===== config.mk =====
export PLATFORM = sky130hd
export DESIGN_NAME = peer_doorbell_regs
export DESIGN_NICKNAME = d
export VERILOG_FILES = /design/src/rtl/db_pkg.sv /design/src/rtl/db_regfile.sv /design/src/rtl/db_bell_check.sv /design/src/rtl/db_irq.sv /design/src/rtl/peer_doorbell_regs.sv
export SDC_FILE = /design/constraint.sdc
export NUM_CORES = 1
export LEC_CHECK = 0
export BUFFER_PORTS_ARGS = -buffer_cell sky130_fd_sc_hd__clkbuf_2
export CAP_MARGIN = 10
export CORE_ASPECT_RATIO = 0.9
export CORE_MARGIN = 4
export CORE_UTILIZATION = 45
export DETAILED_ROUTE_END_ITERATION = 10
export GPL_TIMING_DRIVEN = 0
export HOLD_SLACK_MARGIN = 0.06
export PLACE_DENSITY_LB_ADDON = 0.25
export SETUP_SLACK_MARGIN = 0.15
export SLEW_MARGIN = 40
export SYNTH_ARGS = -nofsm -noshare
export SYNTH_HDL_FRONTEND = slang
export SYNTH_HIERARCHICAL = 1
export SYNTH_SLANG_ARGS = --single-unit

===== constraint.sdc =====
create_clock -name clk -period 7.9 [get_ports clk]
set_input_delay 0.79 -clock clk [delete_from_list [all_inputs] [get_ports clk]]
set_output_delay 0.79 -clock clk [all_outputs]
set_load 0.02 [all_outputs]

===== src/rtl/db_pkg.sv =====
package db_pkg;
   localparam int WIN_AW = 8;
   localparam int DATA_W = 32;
   localparam int PEER_W = 16;
   localparam int VEC_W  = 8;
   localparam int IDX_W  = WIN_AW - 2;

   typedef enum logic [IDX_W-1:0] {
      W_MASK = 6'd0,
      W_STAT = 6'd1,
      W_POS  = 6'd2,
      W_BELL = 6'd3
   } word_e;
endpackage


===== src/rtl/db_regfile.sv =====
module db_regfile
   import db_pkg::*;
(
   input  logic              clk,
   input  logic              rst_n,
   input  logic              acc,
   input  logic              wr,
   input  logic [IDX_W-1:0]  idx,
   input  logic [DATA_W-1:0] wdata,
   input  logic [PEER_W-1:0] own_id,
   input  logic              msi_mode,
   input  logic              local_event,
   output logic [DATA_W-1:0] mask_q,
   output logic [DATA_W-1:0] stat_q,
   output logic              rsp_valid,
   output logic [DATA_W-1:0] rsp_rdata
);
   logic              ev_set;
   logic [DATA_W-1:0] rd_mux;

   assign ev_set = local_event && !msi_mode;

   always_comb begin
      case (idx)
         W_MASK:  rd_mux = mask_q;
         W_STAT:  rd_mux = stat_q;
         W_POS:   rd_mux = {{(DATA_W-PEER_W){1'b0}}, own_id};
         default: rd_mux = '0;
      endcase
   end

   always_ff @(posedge clk) begin
      if (!rst_n) begin
         mask_q    <= '0;
         stat_q    <= '0;
         rsp_valid <= 1'b0;
         rsp_rdata <= '0;
      end else begin
         rsp_valid <= acc && !wr;
         if (acc && !wr)
            rsp_rdata <= rd_mux;
         if (acc && wr && idx == W_MASK)
            mask_q <= wdata;
         if (ev_set)
            stat_q <= {{(DATA_W-1){1'b0}}, 1'b1};
         else if (acc && wr && idx == W_STAT)
            stat_q <= wdata;
         else if (acc && !wr && idx == W_STAT)
            stat_q <= '0;
      end
   end

   a_r2_mask_load: assert property (@(posedge clk) disable iff (!rst_n)
      (acc && wr && idx == W_MASK) |=> (mask_q == $past(wdata)));

   a_r4_read_clears: assert property (@(posedge clk) disable iff (!rst_n)
      (acc && !wr && idx == W_STAT && !ev_set) |=> (stat_q == '0));

   a_r11_event_sets_one: assert property (@(posedge clk) disable iff (!rst_n)
      (local_event && !msi_mode) |=> (stat_q == 32'd1));
endmodule


===== src/rtl/db_bell_check.sv =====
module db_bell_check
   import db_pkg::*;
#(
   parameter int NUM_PEERS = 8,
   parameter int CNT_W     = 8
) (
   input  logic                       clk,
   input  logic                       rst_n,
   input  logic                       fire,
   input  logic [PEER_W-1:0]          dest,
   input  logic [VEC_W-1:0]           vec,
   input  logic [PEER_W-1:0]          peer_count,
   input  logic [NUM_PEERS*CNT_W-1:0] vec_cnt_tbl,
   output logic                       ntf_valid,
   output logic [PEER_W-1:0]          ntf_peer,
   output logic [VEC_W-1:0]           ntf_vec
);
   localparam int PIDX_W = $clog2(NUM_PEERS);
   localparam int CMP_W  = (CNT_W > VEC_W) ? CNT_W : VEC_W;

   logic [CNT_W-1:0] cnt_a [NUM_PEERS];
   logic             dest_ok;
   logic [CNT_W-1:0] sel_cnt;
   logic             vec_ok;
   logic             pass;

   for (genvar g = 0; g < NUM_PEERS; g++) begin : g_tbl
      assign cnt_a[g] = vec_cnt_tbl[g*CNT_W +: CNT_W];
   end

   assign dest_ok = (dest < peer_count) &&
                    ({1'b0, dest} < (PEER_W+1)'(NUM_PEERS));
   assign sel_cnt = dest_ok ? cnt_a[dest[PIDX_W-1:0]] : '0;
   assign vec_ok  = CMP_W'(vec) < CMP_W'(sel_cnt);
   assign pass    = fire && dest_ok && vec_ok;

   always_ff @(posedge clk) begin
      if (!rst_n) begin
         ntf_valid <= 1'b0;
         ntf_peer  <= '0;
         ntf_vec   <= '0;
      end else begin
         ntf_valid <= pass;
         if (pass) begin
            ntf_peer <= dest;
            ntf_vec  <= vec;
         end
      end
   end

   a_r8_notify_has_cause: assert property (@(posedge clk) disable iff (!rst_n)
      ntf_valid |-> $past(fire));

   a_r9_bad_dest_dropped: assert property (@(posedge clk) disable iff (!rst_n)
      (fire && !(dest < peer_count)) |=> !ntf_valid);
endmodule


===== src/rtl/db_irq.sv =====
module db_irq
   import db_pkg::*;
#(
   parameter bit IRQ_FLOP = 1'b0
) (
   input  logic              clk,
   input  logic              rst_n,
   input  logic [DATA_W-1:0] mask_q,
   input  logic [DATA_W-1:0] stat_q,
   input  logic              msi_mode,
   input  logic              irq_pin_en,
   output logic              irq
);
   logic level;
   assign level = !msi_mode && irq_pin_en && (|(stat_q & mask_q));

   if (IRQ_FLOP) begin : g_flop
      logic irq_q;
      always_ff @(posedge clk) begin
         if (!rst_n) irq_q <= 1'b0;
         else        irq_q <= level;
      end
      assign irq = irq_q;

      a_r12_suppress: assert property (@(posedge clk) disable iff (!rst_n)
         (msi_mode || !irq_pin_en) |=> !irq);
   end else begin : g_comb
      assign irq = level;

      a_r12_suppress: assert property (@(posedge clk) disable iff (!rst_n)
         (msi_mode || !irq_pin_en) |-> !irq);
   end
endmodule


===== src/rtl/peer_doorbell_regs.sv =====
module peer_doorbell_regs
   import db_pkg::*;
#(
   parameter int NUM_PEERS = 8,
   parameter int CNT_W     = 8,
   parameter bit IRQ_FLOP  = 1'b0
) (
   input  logic                       clk,
   input  logic                       rst_n,
   input  logic                       req_valid,
   output logic                       req_ready,
   input  logic                       req_write,
   input  logic [WIN_AW-1:0]          req_addr,
   input  logic [DATA_W-1:0]          req_wdata,
   output logic                       rsp_valid,
   output logic [DATA_W-1:0]          rsp_rdata,
   input  logic [PEER_W-1:0]          own_id,
   input  logic [PEER_W-1:0]          peer_count,
   input  logic [NUM_PEERS*CNT_W-1:0] vec_cnt_tbl,
   input  logic                       msi_mode,
   input  logic                       irq_pin_en,
   input  logic                       local_event,
   output logic                       irq,
   output logic                       ntf_valid,
   output logic [PEER_W-1:0]          ntf_peer,
   output logic [VEC_W-1:0]           ntf_vec
);
   if (NUM_PEERS < 2 || NUM_PEERS > 4096) begin : g_bad_peers
      $error("NUM_PEERS must lie in 2..4096");
   end
   if (CNT_W < 1 || CNT_W > 16) begin : g_bad_cnt
      $error("CNT_W must lie in 1..16");
   end

   logic              acc;
   logic [IDX_W-1:0]  idx;
   logic [DATA_W-1:0] mask_q;
   logic [DATA_W-1:0] stat_q;
   logic              bell_fire;

   assign req_ready = 1'b1;
   assign acc       = req_valid;
   assign idx       = req_addr[WIN_AW-1:2];
   assign bell_fire = acc && req_write && idx == W_BELL;

   db_regfile u_regs (
      .clk         (clk),
      .rst_n       (rst_n),
      .acc         (acc),
      .wr          (req_write),
      .idx         (idx),
      .wdata       (req_wdata),
      .own_id      (own_id),
      .msi_mode    (msi_mode),
      .local_event (local_event),
      .mask_q      (mask_q),
      .stat_q      (stat_q),
      .rsp_valid   (rsp_valid),
      .rsp_rdata   (rsp_rdata)
   );

   db_bell_check #(.NUM_PEERS(NUM_PEERS), .CNT_W(CNT_W)) u_bell (
      .clk         (clk),
      .rst_n       (rst_n),
      .fire        (bell_fire),
      .dest        (req_wdata[31:16]),
      .vec         (req_wdata[7:0]),
      .peer_count  (peer_count),
      .vec_cnt_tbl (vec_cnt_tbl),
      .ntf_valid   (ntf_valid),
      .ntf_peer    (ntf_peer),
      .ntf_vec     (ntf_vec)
   );

   db_irq #(.IRQ_FLOP(IRQ_FLOP)) u_irq (
      .clk        (clk),
      .rst_n      (rst_n),
      .mask_q     (mask_q),
      .stat_q     (stat_q),
      .msi_mode   (msi_mode),
      .irq_pin_en (irq_pin_en),
      .irq        (irq)
   );

   a_r7_low_bits_ignored: assert property (@(posedge clk) disable iff (!rst_n)
      (acc && !req_write && req_addr[1:0] != 2'b00 && idx == W_POS)
      |=> (rsp_rdata == {16'h0000, $past(own_id)}));
endmodule


# After elaboration in Yosys (flattened, before gate mapping)
# Cells that the tools add are included.
[op_classes] bitwise_logic=3 n_reduce_logical=19 n_mul=0 eq_ne=3 addsub=0 n_shift=0 n_lt_le_gt_ge=4 div=0 muxes=8
[op_table] operator="case mux 32 bit (3 select lines)" count=1
[op_table] operator="two-way mux 32 bit" count=2
[op_table] operator="bitwise AND 32 bit" count=1
[op_table] operator="OR reduction 32 bit" count=1
[op_table] operator="binary-select mux 8 bit (select 3 bit)" count=1
[op_table] operator="two-way mux 8 bit" count=3
[op_table] operator="less-than comparator 16 bit" count=1
[op_table] operator="less-than comparator 16 x 4 -> 1 bit, second input constant" count=1
[op_table] operator="== test 6 x 2 -> 1 bit, second input constant" count=2
[op_table] operator="logical AND 1 bit" count=12
[op_table] operator="less-than comparator 8 bit" count=1
[op_table] operator="== test 6 x 1 -> 1 bit, second input constant" count=1
[op_table] operator="logical NOT 6 bit" count=1
[op_table] operator=">= comparator 4 bit, second input constant" count=1
[op_table] operator="NOT 3 -> 4 bit" count=1
[op_table] operator="nonzero test 3 bit" count=1
[op_table] operator="logical NOT 1 bit" count=2
[op_table] operator="nonzero test 2 bit" count=1
[op_table] operator="OR reduction 2 bit" count=1
[op_table] operator="two-way mux 1 bit" count=1
[op_table] operator="NOT 1 bit" count=1
[word_totals] mem_bits_rw=0 latchBits=0 output_inout_bits=60 regBits=122 n_memories=0 elab_cells=45 mem_bits_ro=0 input_bits=143

# Logic depth before layout (Yosys ltp)
[logic_depth] depth_word=7 mapped_depth=15 mapped_depth_nobuf=14

# By module
# The synthesis kept the hierarchy.
[modules_own_cells] mod="db_regfile" seq_area_each_um2=1941.9 cells_per_inst=461 n_inst=1 area_each_um2=4294.1
[modules_own_cells] mod="db_bell_check" seq_area_each_um2=500.5 cells_per_inst=192 n_inst=1 area_each_um2=1938.1
[modules_own_cells] mod="db_irq" seq_area_each_um2=0.0 cells_per_inst=22 n_inst=1 area_each_um2=163.9
[modules_own_cells] mod="peer_doorbell_regs" seq_area_each_um2=0.0 cells_per_inst=5 n_inst=1 area_each_um2=38.8

# Worst setup path after synthesis
# No wires, ideal clock.
[synth_path] path_kind="input -> register" start="input peer_count[7]" end="register u_bell.ntf_peer[10]" cell_stages=15 slack_ns=4.210 required_time_ns=7.784 arrival_ns=3.575 path_buffers=1 setup_time_ns=0.116 cell_sequence="inv_1 ha_1 a21oi_1 a31oi_1 a2111oi_1 o211ai_4 or2_1 ha_1 nor2_1 o311ai_1 a31oi_1 o21ai_1 a211o_1 buf_6 and3_1"
[synth_between] elab_chain_cells=5 elab_cells_between_ends=6 classes_between="2 x order compare; 1 x mux; 3 x reduce/logical"
[synth_lines] item="start, declared" line_no="peer_doorbell_regs.sv:18" rtl="input logic [PEER_W-1:0] peer_count,"
[synth_lines] item="less-than comparator 16 bit (*)" line_no="db_bell_check.sv:31" rtl="assign dest_ok = (dest < peer_count) &&"
[synth_lines] item="logical AND 1 bit (*)" line_no="db_bell_check.sv:31"
[synth_lines] item="two-way mux 8 bit" line_no="db_bell_check.sv:33" rtl="assign sel_cnt = dest_ok ? cnt_a[dest[PIDX_W-1:0]] : '0;"
[synth_lines] item="less-than comparator 8 bit" line_no="db_bell_check.sv:34" rtl="assign vec_ok = CMP_W'(vec) < CMP_W'(sel_cnt);"
[synth_lines] item="logical AND 1 bit (*)" line_no="db_bell_check.sv:35" rtl="assign pass = fire && dest_ok && vec_ok;"
[synth_lines] item="end signal, assigned" line_no="db_bell_check.sv:45" rtl="ntf_peer <= dest;"
[synth_lines] item="end, declared" line_no="db_bell_check.sv:15" rtl="output logic [PEER_W-1:0] ntf_peer,"
# Every way passes the cells marked *; elsewhere a longest branch is shown, timed or not.
# A chain may end at the register's enable or synchronous reset.

# Worst setup path in the final report
[layout_path] start="input req_wdata[23]" end="register u_bell.ntf_vec[3]"
[layout_between] elab_chain_cells=5 elab_cells_between_ends=7 classes_between="3 x order compare; 1 x mux; 3 x reduce/logical"
[layout_lines] item="start, declared" line_no="peer_doorbell_regs.sv:14" rtl="input logic [DATA_W-1:0] req_wdata,"
[layout_lines] item="less-than comparator 16 bit / less-than comparator 16 x 4 -> 1 bit (equally long branches)" line_no="db_bell_check.sv:31, db_bell_check.sv:32"
[layout_lines] item="logical AND 1 bit (*)" line_no="db_bell_check.sv:31"
[layout_lines] item="two-way mux 8 bit" line_no="db_bell_check.sv:33"
[layout_lines] item="less-than comparator 8 bit" line_no="db_bell_check.sv:34"
[layout_lines] item="logical AND 1 bit (*)" line_no="db_bell_check.sv:35"
[layout_lines] item="end signal, assigned" line_no="db_bell_check.sv:46" rtl="ntf_vec <= vec;"
[layout_lines] item="end, declared" line_no="db_bell_check.sv:16" rtl="output logic [VEC_W-1:0] ntf_vec"
# Marked as above.

==> Implementation_results.wiki <==
{| class="wikitable"
! Metric !! Value
|-
| Effective utilization at floorplan || a little under half
|-
| Full die area || approximately 16,000 µm²
|-
| Via count of the first global-routing pass || 5,577
|-
| Post-synthesis sequential area ratio || between 30% and 40%
|-
| Chain of cells forming the critical path || clkbuf_2 -> ha_1 -> a21oi_1 -> a31oi_1 -> a2111oi_1 -> o211ai_4 -> or2_1 -> ha_1 -> nor2_1 -> o311ai_1 -> a31oi_1 -> o21ai_1 -> a211oi_4 -> buf_6 -> mux2i_1
|-
| Async set-reset flop share out of synthesis || 0%
|-
| Number of cells on the worst reg-to-reg path || 3
|-
| Final setup viols || 0
|-
| Post-CTS clock slew at the launch and capture registers of the worst setup and hold paths || roughly 0.050 ns
|-
| CTS Buffer Depth || 2
|-
| Standard-cell row count || between 40 and 50
|-
| Delay of the slowest critical-path stage || roughly 0.58 ns
|-
| Fraction of layout cells with a size suffix above 1 || 30.3%
|-
| Distinct cell type count after synthesis || 53
|-
| # nets final || between 1,000 and 1,500
|-
| Post-Synthesis Net Count || 845
|-
| Met3 routed wirelength || between 1500 and 2000 µm
|-
| Overall die width || 134 µm
|-
| Final GP Congestion || 0.869
|-
| Worst slew margin || between 40% and 50%
|-
| Number of nets with antenna violations after routing || 0
|-
| Critical path required time || 8.24 ns
|-
| Worst vdd rail ir drop || approximately 0.16 mV
|-
| Net Sw Power || approximately 0.36 mW
|-
| Placed cell count || about 1,100
|-
| Register bit count reported by yosys || roughly 120
|-
| Commonest cells after routing, fill and taps aside || 198 x clkbuf_2, 122 x dfxtp_1, 120 x nand2_1, 83 x mux2i_1, 43 x clkbuf_1
|-
| Source-to-sink clock delay at the later pin of the worst-skew pair || about 0.42 ns
|-
| Maximum frequency from static timing analysis || approximately 260 MHz
|-
| Routed vias/inst || 5.40
|-
| Dominant register cell in the synthesized netlist || dfxtp_1
|-
| Floorplan core area || ~14,000 µm²
|-
| Total congestion overflow after global routing || 0
|-
| Clk sink count || about 120
|-
| Aggregate negative setup slack || 0 ns
|-
| CP max FO || 10
|-
| Sequential power share || 39.0%
|-
| Metal2 WL || just over 9000 µm
|-
| Final Hold Viols || 0
|-
| Total power || between 1.5 and 2 mW
|-
| Unrepaired setup endpoints after global routing || no
|-
| Startpoint type of the worst setup path || input port
|-
| Hpwl dp || 15,600 µm
|-
| Max Cap Viol || 0
|-
| Worst path arrival time || roughly 4.2 ns
|-
| H-tree depth reported by CTS || 4
|-
| Port buffer count || between 150 and 200
|-
| Number of enable-type register cells in the synthesized netlist || 0
|-
| Clock buffers created by TritonCTS || 17
|-
| Worst Hold Class || reg -> reg
|-
| CTS Root Cell || clkbuf_16
|-
| Number of instances in the synthesized netlist || slightly below 700
|-
| Post-Synthesis Mean Instance Area || between 9 and 10 µm²
|-
| Leakage power of the design || 3.48 nW
|-
| Layout Skew || 0.00826 ns
|-
| Non-filler cells in the finished layout || 1,102
|-
| YS warnings || 6
|-
| Transition time at the pin with the least slew margin || just over 0.8 ns
|-
| Internal power || 1.23 mW
|-
| DRC violations left || 0
|-
| Top Metal Used || met4
|-
| 1st-pass router iterations || 5
|-
| Height of the chip || roughly 120 µm
|-
| Final worst path period need || ~3.8 ns
|-
| Fraction of the cycle the final worst path needs || about half
|-
| Hold bufs inserted after CTS || 0
|-
| Number of antenna violations at the first check in global routing || 0
|-
| Global-route wire length before repair || between 30,000 and 40,000 µm
|-
| Total count of max-transition violations in the final report || 0
|-
| Worst Hold Path Cells || 2
|-
| Post-CTS setup-driven buffer insertion count || 0
|-
| Endpoint kind of the worst setup timing path || flop
|-
| Status || completed
|-
| Combinational cell fraction of total power || between 9 and 10%
|-
| Global-route total usage across every layer || between 20 and 25%
|-
| Wire length on met1 || between 8000 and 9000 µm
|-
| Drt initial violations || roughly 480
|-
| Leading cell type in the layout, fill and taps excluded || clkbuf_2
|-
| Slowest stage cell on the critical path || a2111oi_1
|-
| Slack of the worst reg-to-reg path || 6.91 ns
|-
| Area Overhead vs Synth || 28.6%
|-
| Resized Gates After CTS || 0
|-
| Maximum number of pins on one net before global-route repair || 17
|-
| TritonCTS clock tree || done
|-
| Wire length per cell || roughly 18 µm
|-
| I/O Pins || approximately 200
|-
| Netlist Area Pre-Place || between 6000 and 7000 µm²
|-
| Sum of routed wire length over all layers || around 20,000 µm
|-
| Fraction of power spent switching nets || 22.8%
|-
| Share of power burned in the clock network || between 50% and 60%
|-
| Pwr dens || approximately 190 nW/µm²
|-
| Total via count after detailed routing || 5,952
|-
| Critical Setup Path Class || in -> reg
|-
| Number of diodes || 0
|}
final timing paths:
path | from | to
max | req_wdata[23] | u_bell/ntf_vec[3]
min | u_bell/ntf_vec[4] | u_bell/ntf_vec[4]
max reg2reg | u_regs/mask_q[4] | u_regs/rsp_rdata[4]
min reg2reg | u_bell/ntf_vec[4] | u_bell/ntf_vec[4]
layout make-up:
| type | instances | area (µm²) |
|---|---|---|
| buffer | 58 | 283 |
| clock buffer | 23 | 468 |
| clock inverter | 8 | 143 |
| fill | 1242 | 5730 |
| inverter | 18 | 67.6 |
| multi-input combinational | 482 | 3640 |
| sequential | 122 | 2440 |
| tap | 193 | 241 |
| timing repair buffer | 198 | 991 |
layer usage:
metal | global-route usage, % | up-vias
met4 | 7.89 | 0
met2 | 38.9 | 284
li1 | - | 2912
met1 | 32.1 | 2729
met5 | 0 | -
met3 | 5.27 | 27
cells by family (layout without fill, tap and decap cells):
group / Yosys count / after routing / share of synthesized area [%]
AOI/OAI and AO/OA: 151 / 151 / 17.6
muxes: 99 / 99 / 18.3
DFF: 122 / 122 / 38.0
and+or+nand+nor: 209 / 209 / 16.3
other: 1 / 1 / 0.0583
buffers and inverters: 76 / 305 / 5.44
adders and majority gates: 22 / 22 / 4.28
per-stage QoR:
stage          hold WS (ns)  utilization (%)  area [µm²]  setup WS [ns]
2_1_floorplan         0.447                -        6430           4.21
3_3_place_gp          0.445             54.7        7670           3.67
3_5_place_dp          0.450             54.7        7670           3.63
4_1_cts               0.458             59.1        8280           4.05
5_1_grt               0.473             59.1        8280           3.80
6_report              0.458             59.1        8280           4.06
power by group through the flow:
stage          clock, mW  combinational, mW  sequential (mW)
6_report           0.812              0.156            0.618
5_1_grt            0.847              0.172            0.618
4_1_cts            0.818              0.156            0.618
3_5_place_dp           0              0.155            0.631
3_3_place_gp           0              0.154            0.631
2_1_floorplan          0             0.0849            0.631
state kept, by name (all words and copies together), names as in the netlist:
signal and cells:
u_bell/ntf_vec 8, u_regs/rsp_rdata 32, u_regs/stat_q 32, u_bell/ntf_valid 1, u_regs/rsp_valid 1, u_bell/ntf_peer 16
u_regs/mask_q 32
Yosys cell counts (3+ instances only):
cell | number | share of area, %
buf_2 | 4 | 0.31
nand4_1 | 8 | 0.78
dfxtp_1 | 122 | 38
nor2_1 | 5 | 0.29
inv_1 | 18 | 1.0
a22o_1 | 16 | 2.2
a21oi_1 | 36 | 2.8
buf_6 | 7 | 1.2
ha_1 | 22 | 4.3
nand2_1 | 120 | 7.0
o21ai_0 | 36 | 2.8
nand3_1 | 3 | 0.23
o2bb2ai_2 | 10 | 2.3
buf_1 | 6 | 0.35
nor4_1 | 4 | 0.39
o2bb2ai_1 | 22 | 3.0
clkbuf_1 | 39 | 2.3
mux4_2 | 15 | 5.2
a22oi_1 | 15 | 1.7
and3_1 | 14 | 1.4
mux2i_1 | 83 | 13
or2_1 | 7 | 0.68
or3_1 | 31 | 3.0
critical path, delay by kind of cell:
kind | cells | cell delay, ns
compound gates | 8 | 1.82
buf+inv | 2 | 0.37
fa+ha+maj | 2 | 0.53
simple gates | 2 | 0.43
mux | 1 | 0.21
(Power assumes the default switching activity.)
